===== src/rtl/err_rst_pkg.sv =====
package err_rst_pkg;
  localparam int unsigned DATA_W  = 16;
  localparam int unsigned NUM_SRC = 2;

  // bit positions inside the control register
  localparam int unsigned ARM_LSB  = 0;
  localparam int unsigned FLAG_LSB = 2;
  localparam int unsigned MISC_LSB = 4;
  localparam int unsigned MISC_W   = DATA_W - MISC_LSB;

  typedef enum logic {
    ADDR_CTRL = 1'b0,
    ADDR_CFG  = 1'b1
  } reg_addr_e;

  typedef enum int unsigned {
    SRC_ADD = 0,
    SRC_FLD = 1
  } err_src_e;
endpackage


===== src/rtl/ers_sync.sv =====
module ers_sync #(
  parameter int unsigned Stages   = 2,
  parameter logic        ResetVal = 1'b0
) (
  input  logic clk_i,
  input  logic rst_ni,
  input  logic d_i,
  output logic q_o
);
  logic [Stages-1:0] chain_q;

  always_ff @(posedge clk_i or negedge rst_ni) begin
    if (!rst_ni) chain_q <= {Stages{ResetVal}};
    else         chain_q <= {chain_q[Stages-2:0], d_i};
  end

  assign q_o = chain_q[Stages-1];
endmodule


===== src/rtl/ers_rst_seq.sv =====
module ers_rst_seq #(
  parameter int unsigned PorCycles  = 4,
  parameter int unsigned ExtMinLow  = 2,
  parameter int unsigned SyncStages = 2
) (
  input  logic clk_i,
  input  logic rst_ni,
  input  logic ext_rst_ni,
  output logic sys_rst_o
);
  localparam int unsigned PorW = $clog2(PorCycles + 1);
  localparam int unsigned ExtW = $clog2(ExtMinLow + 1);
  localparam logic [PorW-1:0] PorMax = PorW'(PorCycles);
  localparam logic [ExtW-1:0] ExtMax = ExtW'(ExtMinLow);

  logic [PorW-1:0] por_cnt_q;
  logic [ExtW-1:0] low_cnt_q;
  logic            ext_s;
  logic            por_busy;
  logic            ext_act;

  // power-on: count clocks after supply-valid, then hold
  always_ff @(posedge clk_i or negedge rst_ni) begin
    if (!rst_ni)                 por_cnt_q <= '0;
    else if (por_cnt_q != PorMax) por_cnt_q <= por_cnt_q + 1'b1;
  end

  ers_sync #(.Stages(SyncStages), .ResetVal(1'b1)) u_ext_sync (
    .clk_i (clk_i),
    .rst_ni(rst_ni),
    .d_i   (ext_rst_ni),
    .q_o   (ext_s)
  );

  // glitch filter: consecutive low samples, saturating
  always_ff @(posedge clk_i or negedge rst_ni) begin
    if (!rst_ni)                  low_cnt_q <= '0;
    else if (ext_s)               low_cnt_q <= '0;
    else if (low_cnt_q != ExtMax) low_cnt_q <= low_cnt_q + 1'b1;
  end

  assign por_busy  = (por_cnt_q != PorMax);
  assign ext_act   = (low_cnt_q == ExtMax);
  assign sys_rst_o = por_busy | ext_act;
endmodule


===== src/rtl/ers_err_cell.sv =====
module ers_err_cell (
  input  logic clk_i,
  input  logic rst_ni,
  input  logic sys_rst_i,
  input  logic wr_i,
  input  logic wr_arm_i,
  input  logic ovf_i,
  output logic armed_o,
  output logic flag_o,
  output logic cond_o
);
  logic armed_q, flag_q, cond_q, ok_q;
  logic armed_d, flag_d, cond_d, ok_d;

  always_comb begin
    armed_d = armed_q;
    flag_d  = flag_q;
    cond_d  = cond_q;
    ok_d    = ok_q;
    if (wr_i) begin
      if (wr_arm_i) begin
        armed_d = 1'b1;
      end else begin
        armed_d = 1'b0;
        flag_d  = 1'b0;
        if (ok_q) cond_d = 1'b0;
      end
    end
    // overflow takes priority and uses the pre-write arm state
    if (ovf_i) begin
      cond_d = 1'b1;
      if (armed_q) begin
        flag_d = 1'b1;
        ok_d   = 1'b1;
      end else begin
        ok_d   = 1'b0;
      end
    end
  end

  always_ff @(posedge clk_i or negedge rst_ni) begin
    if (!rst_ni) begin
      armed_q <= 1'b1;
      flag_q  <= 1'b0;
      cond_q  <= 1'b0;
      ok_q    <= 1'b1;
    end else if (sys_rst_i) begin
      armed_q <= 1'b1;
      flag_q  <= 1'b0;
      cond_q  <= 1'b0;
      ok_q    <= 1'b1;
    end else begin
      armed_q <= armed_d;
      flag_q  <= flag_d;
      cond_q  <= cond_d;
      ok_q    <= ok_d;
    end
  end

  assign armed_o = armed_q;
  assign flag_o  = flag_q;
  assign cond_o  = cond_q;
endmodule


===== src/rtl/err_rst_ctrl.sv =====
module err_rst_ctrl
  import err_rst_pkg::*;
#(
  parameter int unsigned       PorCycles       = 4,
  parameter int unsigned       ExtMinLow       = 2,
  parameter int unsigned       SyncStages      = 2,
  parameter logic [MISC_W-1:0] CtrlMiscDefault = 12'h001,
  parameter logic [DATA_W-1:0] CfgDefault      = 16'h0A5C
) (
  input  logic              clk_i,
  input  logic              rst_ni,
  input  logic              ext_rst_ni,
  input  logic              wr_stb_i,
  input  logic              wr_addr_i,
  input  logic [DATA_W-1:0] wr_data_i,
  input  logic              ovf_add_i,
  input  logic              ovf_fld_i,
  output logic              sys_rst_o,
  output logic [DATA_W-1:0] ctrl_o,
  output logic [DATA_W-1:0] cfg_o,
  output logic              err_od_en_o
);
  logic                stb_s, stb_q, wr_fire;
  logic                wr_ctrl, wr_cfg;
  logic [MISC_W-1:0]   misc_q;
  logic [DATA_W-1:0]   cfg_q;
  logic [NUM_SRC-1:0]  ovf_vec, armed_vec, flag_vec, cond_vec;
  logic                unused_bits;

  ers_rst_seq #(
    .PorCycles (PorCycles),
    .ExtMinLow (ExtMinLow),
    .SyncStages(SyncStages)
  ) u_rst_seq (
    .clk_i     (clk_i),
    .rst_ni    (rst_ni),
    .ext_rst_ni(ext_rst_ni),
    .sys_rst_o (sys_rst_o)
  );

  ers_sync #(.Stages(SyncStages), .ResetVal(1'b0)) u_stb_sync (
    .clk_i (clk_i),
    .rst_ni(rst_ni),
    .d_i   (wr_stb_i),
    .q_o   (stb_s)
  );

  always_ff @(posedge clk_i or negedge rst_ni) begin
    if (!rst_ni) stb_q <= 1'b0;
    else         stb_q <= stb_s;
  end

  // edge consumed during reset, so a strobe in reset is lost
  assign wr_fire = stb_s & ~stb_q & ~sys_rst_o;
  assign wr_ctrl = wr_fire & (reg_addr_e'(wr_addr_i) == ADDR_CTRL);
  assign wr_cfg  = wr_fire & (reg_addr_e'(wr_addr_i) == ADDR_CFG);

  always_ff @(posedge clk_i or negedge rst_ni) begin
    if (!rst_ni) begin
      misc_q <= CtrlMiscDefault;
      cfg_q  <= CfgDefault;
    end else if (sys_rst_o) begin
      misc_q <= CtrlMiscDefault;
      cfg_q  <= CfgDefault;
    end else begin
      if (wr_ctrl) misc_q <= wr_data_i[DATA_W-1:MISC_LSB];
      if (wr_cfg)  cfg_q  <= wr_data_i;
    end
  end

  assign ovf_vec[SRC_ADD] = ovf_add_i;
  assign ovf_vec[SRC_FLD] = ovf_fld_i;

  for (genvar i = 0; i < NUM_SRC; i++) begin : g_cell
    ers_err_cell u_cell (
      .clk_i    (clk_i),
      .rst_ni   (rst_ni),
      .sys_rst_i(sys_rst_o),
      .wr_i     (wr_ctrl),
      .wr_arm_i (wr_data_i[ARM_LSB+i]),
      .ovf_i    (ovf_vec[i]),
      .armed_o  (armed_vec[i]),
      .flag_o   (flag_vec[i]),
      .cond_o   (cond_vec[i])
    );
  end

  assign unused_bits = ^wr_data_i[MISC_LSB-1:FLAG_LSB];

  assign ctrl_o      = {misc_q, flag_vec, armed_vec};
  assign cfg_o       = cfg_q;
  assign err_od_en_o = |cond_vec;
endmodule


===== config.mk =====
export PLATFORM = sky130hd
export DESIGN_NAME = err_rst_ctrl
export DESIGN_NICKNAME = d
export VERILOG_FILES = /design/src/rtl/err_rst_pkg.sv /design/src/rtl/ers_sync.sv /design/src/rtl/ers_rst_seq.sv /design/src/rtl/ers_err_cell.sv /design/src/rtl/err_rst_ctrl.sv
export SDC_FILE = /design/constraint.sdc
export NUM_CORES = 1
export LEC_CHECK = 0
export BUFFER_PORTS_ARGS = -buffer_cell sky130_fd_sc_hd__buf_2
export CORE_ASPECT_RATIO = 1.4
export CORE_MARGIN = 2
export CORE_UTILIZATION = 55
export DETAILED_ROUTE_END_ITERATION = 6
export GPL_TIMING_DRIVEN = 0
export PLACE_DENSITY = 0.81
export SLEW_MARGIN = 20
export SYNTH_ARGS = -nofsm -noshare
export SYNTH_HDL_FRONTEND = slang
export SYNTH_SLANG_ARGS = --single-unit
export TNS_END_PERCENT = 30

===== constraint.sdc =====
create_clock -name clk_i -period 2.95 [get_ports clk_i]
set_clock_uncertainty 0.15 [all_clocks]
set_input_delay 0.1475 -clock clk_i [delete_from_list [all_inputs] [get_ports clk_i]]
set_output_delay 0.1475 -clock clk_i [all_outputs]
set_load 0.01 [all_outputs]

==> metrics.csv <==
metric,value,unit
outcome,"complete, no violations",
Critical Path RT,2650,ps
first-pass GRT wire length,7510,µm
warnings from Yosys,0,
Startpoint Class,flip-flop,
Max stage delay on crit path,380,ps
First-pass DRT Iterations,4,
GP Congestion,0.811,
Final Util,74.1,%
"Clk Latency, worst-skew pair",280,ps
initial antenna violation count,0,
Yosys cell types,31,
area occupied by multi-input gates,702,µm²
Power Density,851,mW/mm²
Synth async-reset ratio,100,%
post-synthesis compound-gate area fraction,11.7,%
post-CTS setup buffer count,0,
register area share after synthesis,57.6,%
# H-tree levels,2,
r2r worst-path depth,6,
routed via count,1722,
multiplexer share of the synthesized area,0,%
Fmax achieved,523,MHz
CTS Hold Buffers Added,20,
Vias/cell,5.35,
Post-Route WL,4620,µm
"critical path fanouts, max",6,
gr usage total,23.2,%
Setup Viol. Count Final,0,
CTS max path bufs,2,
worst-path cell chain,inv_1 > ha_1 > and3b_1 > buf_6 > inv_1 > buf_2,
fin crit share,64.8,%
"top cells by area, synth","dfrtp_1 41%, dfstp_2 17%, nand3_1 7.2%",
top-area cell type share of the netlist area,40.8,%
Mapped Area,0.00203,mm²
r2r endpoint,g_cell[0].u_cell.cond_o,
MaxCap Viol Count,0,
Synthesized Nets,222,
diodes inserted,0,
Most common cell on crit path,inv_1,
post-CTS resize count,0,
Die Y,75.8,µm
CTS Root Cell,clkbuf_8,
Boundary Pins,57,
CTS tree,done,
CP max-delay cell,dfrtp_1,
Synth Area in Simple Gates,20.3,%
"Reg clk slew, reported paths",80,ps
CTS buffer count,5,
"setup slack, reg-to-reg",1140,ps
Post-DP HPWL,3130,µm
DIE WIDTH,55.3,µm
layout cells sized above 1,33.9,%
Setup TNS,0,ps
combinational family with the most area after synthesis,simple AND/OR/NAND/NOR gates,
DR DRC count,0,
VDD IR max,0.702,mV
xor/xnor share of the synthesized area,0.865,%
"Slew Viols, Final",0,
Sink Count,46,
"EDFF count, synth",0,
"flops & latches, synth",46,
Hold Fails Final Rpt,0,
Worst setup EP type,primary output,
initial core utilization,56.6,%
CORE AREA,0.00358,mm²
Die Footprint,0.00419,mm²
WL per Instance,14.3,µm
remaining antenna violation count after routing,0,
vias in the first global route,1619,
DRT iter0 DRCs,79,
GRT overflow,0,
Tmin final,1910,ps
# rows,26,
# fillers,278,
"Arr. time, crit path",1610,ps
leak pwr,1.26,nW
RR Startpoint,u_rst_seq.low_cnt_q[0],
Sequential Area,0.00117,mm²
post-synthesis adder-cell area fraction,1.85,%
Slew @ Worst Pin,560,ps
synthesized instance count,196,
Setup CP Type,reg2out,
min-delay worst type,in2reg,
leading area contributor after synthesis,dfrtp_1,
hold depth,3,
Synth Flop Type,dfrtp_1,
RSZ-0062 raised after global routing,false,
nets,305,
Avg Inst Size Synth,10.3,µm²
Hold Path End,cfg_o[0],
IO buf count,56,
Worst slew margin,62.6,%
min-delay src,wr_data_i[0],
post-synthesis to final-layout area growth,30.9,%
largest net degree at the start of global routing,47,
-- synth_stat cells (all sizes together), types with 2 or more instances --
cell type,count
inv,4
a21oi,9
nand2,28
nand2b,3
buf,14
ha,3
nor2,11
nand3,29
dfstp,13
o21ai,31
o22a,2
dfrtp,33
clkbuf,2
o31ai,2
nor3,4
-- flip-flops by register name, summed over array words and instances, names as in the netlist --
register                      flops
cfg_o                            16
g_cell.u_cell.armed_o             2
g_cell.u_cell.cond_o              2
g_cell.u_cell.flag_o              2
g_cell.u_cell.ok_q                2
misc_q                           12
stb_q                             1
u_rst_seq.low_cnt_q               2
u_rst_seq.por_cnt_q               3
u_rst_seq.u_ext_sync.chain_q      2
u_stb_sync.chain_q                2
-- cells in the final DEF (no fill, tap or decap), drive strengths merged --
master	count
dfstp	13
nand2b	3
nand3	29
a21oi	9
nand4bb	1
xnor2	1
clkbuf	10
and3b	1
nor2	11
ha	3
dlygate4sd3	20
and2	1
and4bb	1
xor2	1
or2	1
o31ai	2
buf	70
o22a	2
nor3	4
inv	4
dfrtp	33
o21ai	31
nor2b	1
nand2	28
-- power breakdown --
group	switching, mW	internal [mW]
Combinational	0.455	0.390
Sequential	0.120	0.914
Clock	0.187	0.191
Total	0.762	1.50
-- worst max-delay path, delay by kind of cell, from the launching register on --
family	cells	cell delay (ps)
fa+ha+maj	1	280
simple gates	1	200
flops	1	380
buf+inv	4	480
-- metrics by stage --
stage	cell area [µm²]	worst slack [ps]	power (mW)	instances	hold slack, ps
3_5_place_dp	2360	1140	1.87	294	104
2_1_floorplan	2030	1330	1.54	196	-298
5_1_grt	2650	908	2.42	322	11.4
6_report	2650	1040	2.26	322	18.1
3_3_place_gp	2360	1190	1.84	294	103
4_1_cts	2650	1020	2.27	322	12.0
-- cells by family after synthesis --
logic type / after synthesis
and+or+nand+nor: 81
DFF: 46
AOI/OAI and AO/OA: 44
buffers and inverters: 20
adders and majority gates: 3
xor gates and xnor gates: 2
-- layout make-up --
class	instances	area share [%]
Buffer	16	5.33
Multi-Input combinational cell	130	26.5
Timing Repair Buffer	76	18.2
Sequential cell	46	44.0
Clock buffer	8	3.40
Tap cell	42	1.98
Inverter	4	0.566
-- worst max path at each step --
stage / slack [ps] / depth (start not counted) / end / startpoint
final: 1040 / 6 / sys_rst_o / u_rst_seq.por_cnt_q[0]
after global routing: 910 / 6 / sys_rst_o / u_rst_seq.por_cnt_q[0]
after CTS: 1020 / 6 / sys_rst_o / u_rst_seq.por_cnt_q[0]
after detailed placement: 1140 / 6 / misc_q[5] / u_rst_seq.low_cnt_q[0]
after global placement: 1190 / 6 / g_cell[1].u_cell.cond_o / u_rst_seq.low_cnt_q[0]
after floorplan: 1330 / 6 / g_cell[0].u_cell.flag_o / u_rst_seq.low_cnt_q[0]
-- per-layer routing --
metal  GRT usage, %  vias to the layer above  share of wire [%]  routed length, µm
met5              0                        -                  0                  0
met1           28.3                      826                 40               1850
met4           9.21                        0                2.2                102
met2           41.1                       57                 53               2430
li1               -                      831                  -                  -
met3           4.75                        8                5.1                236
Power figures use the tool's default switching activity.
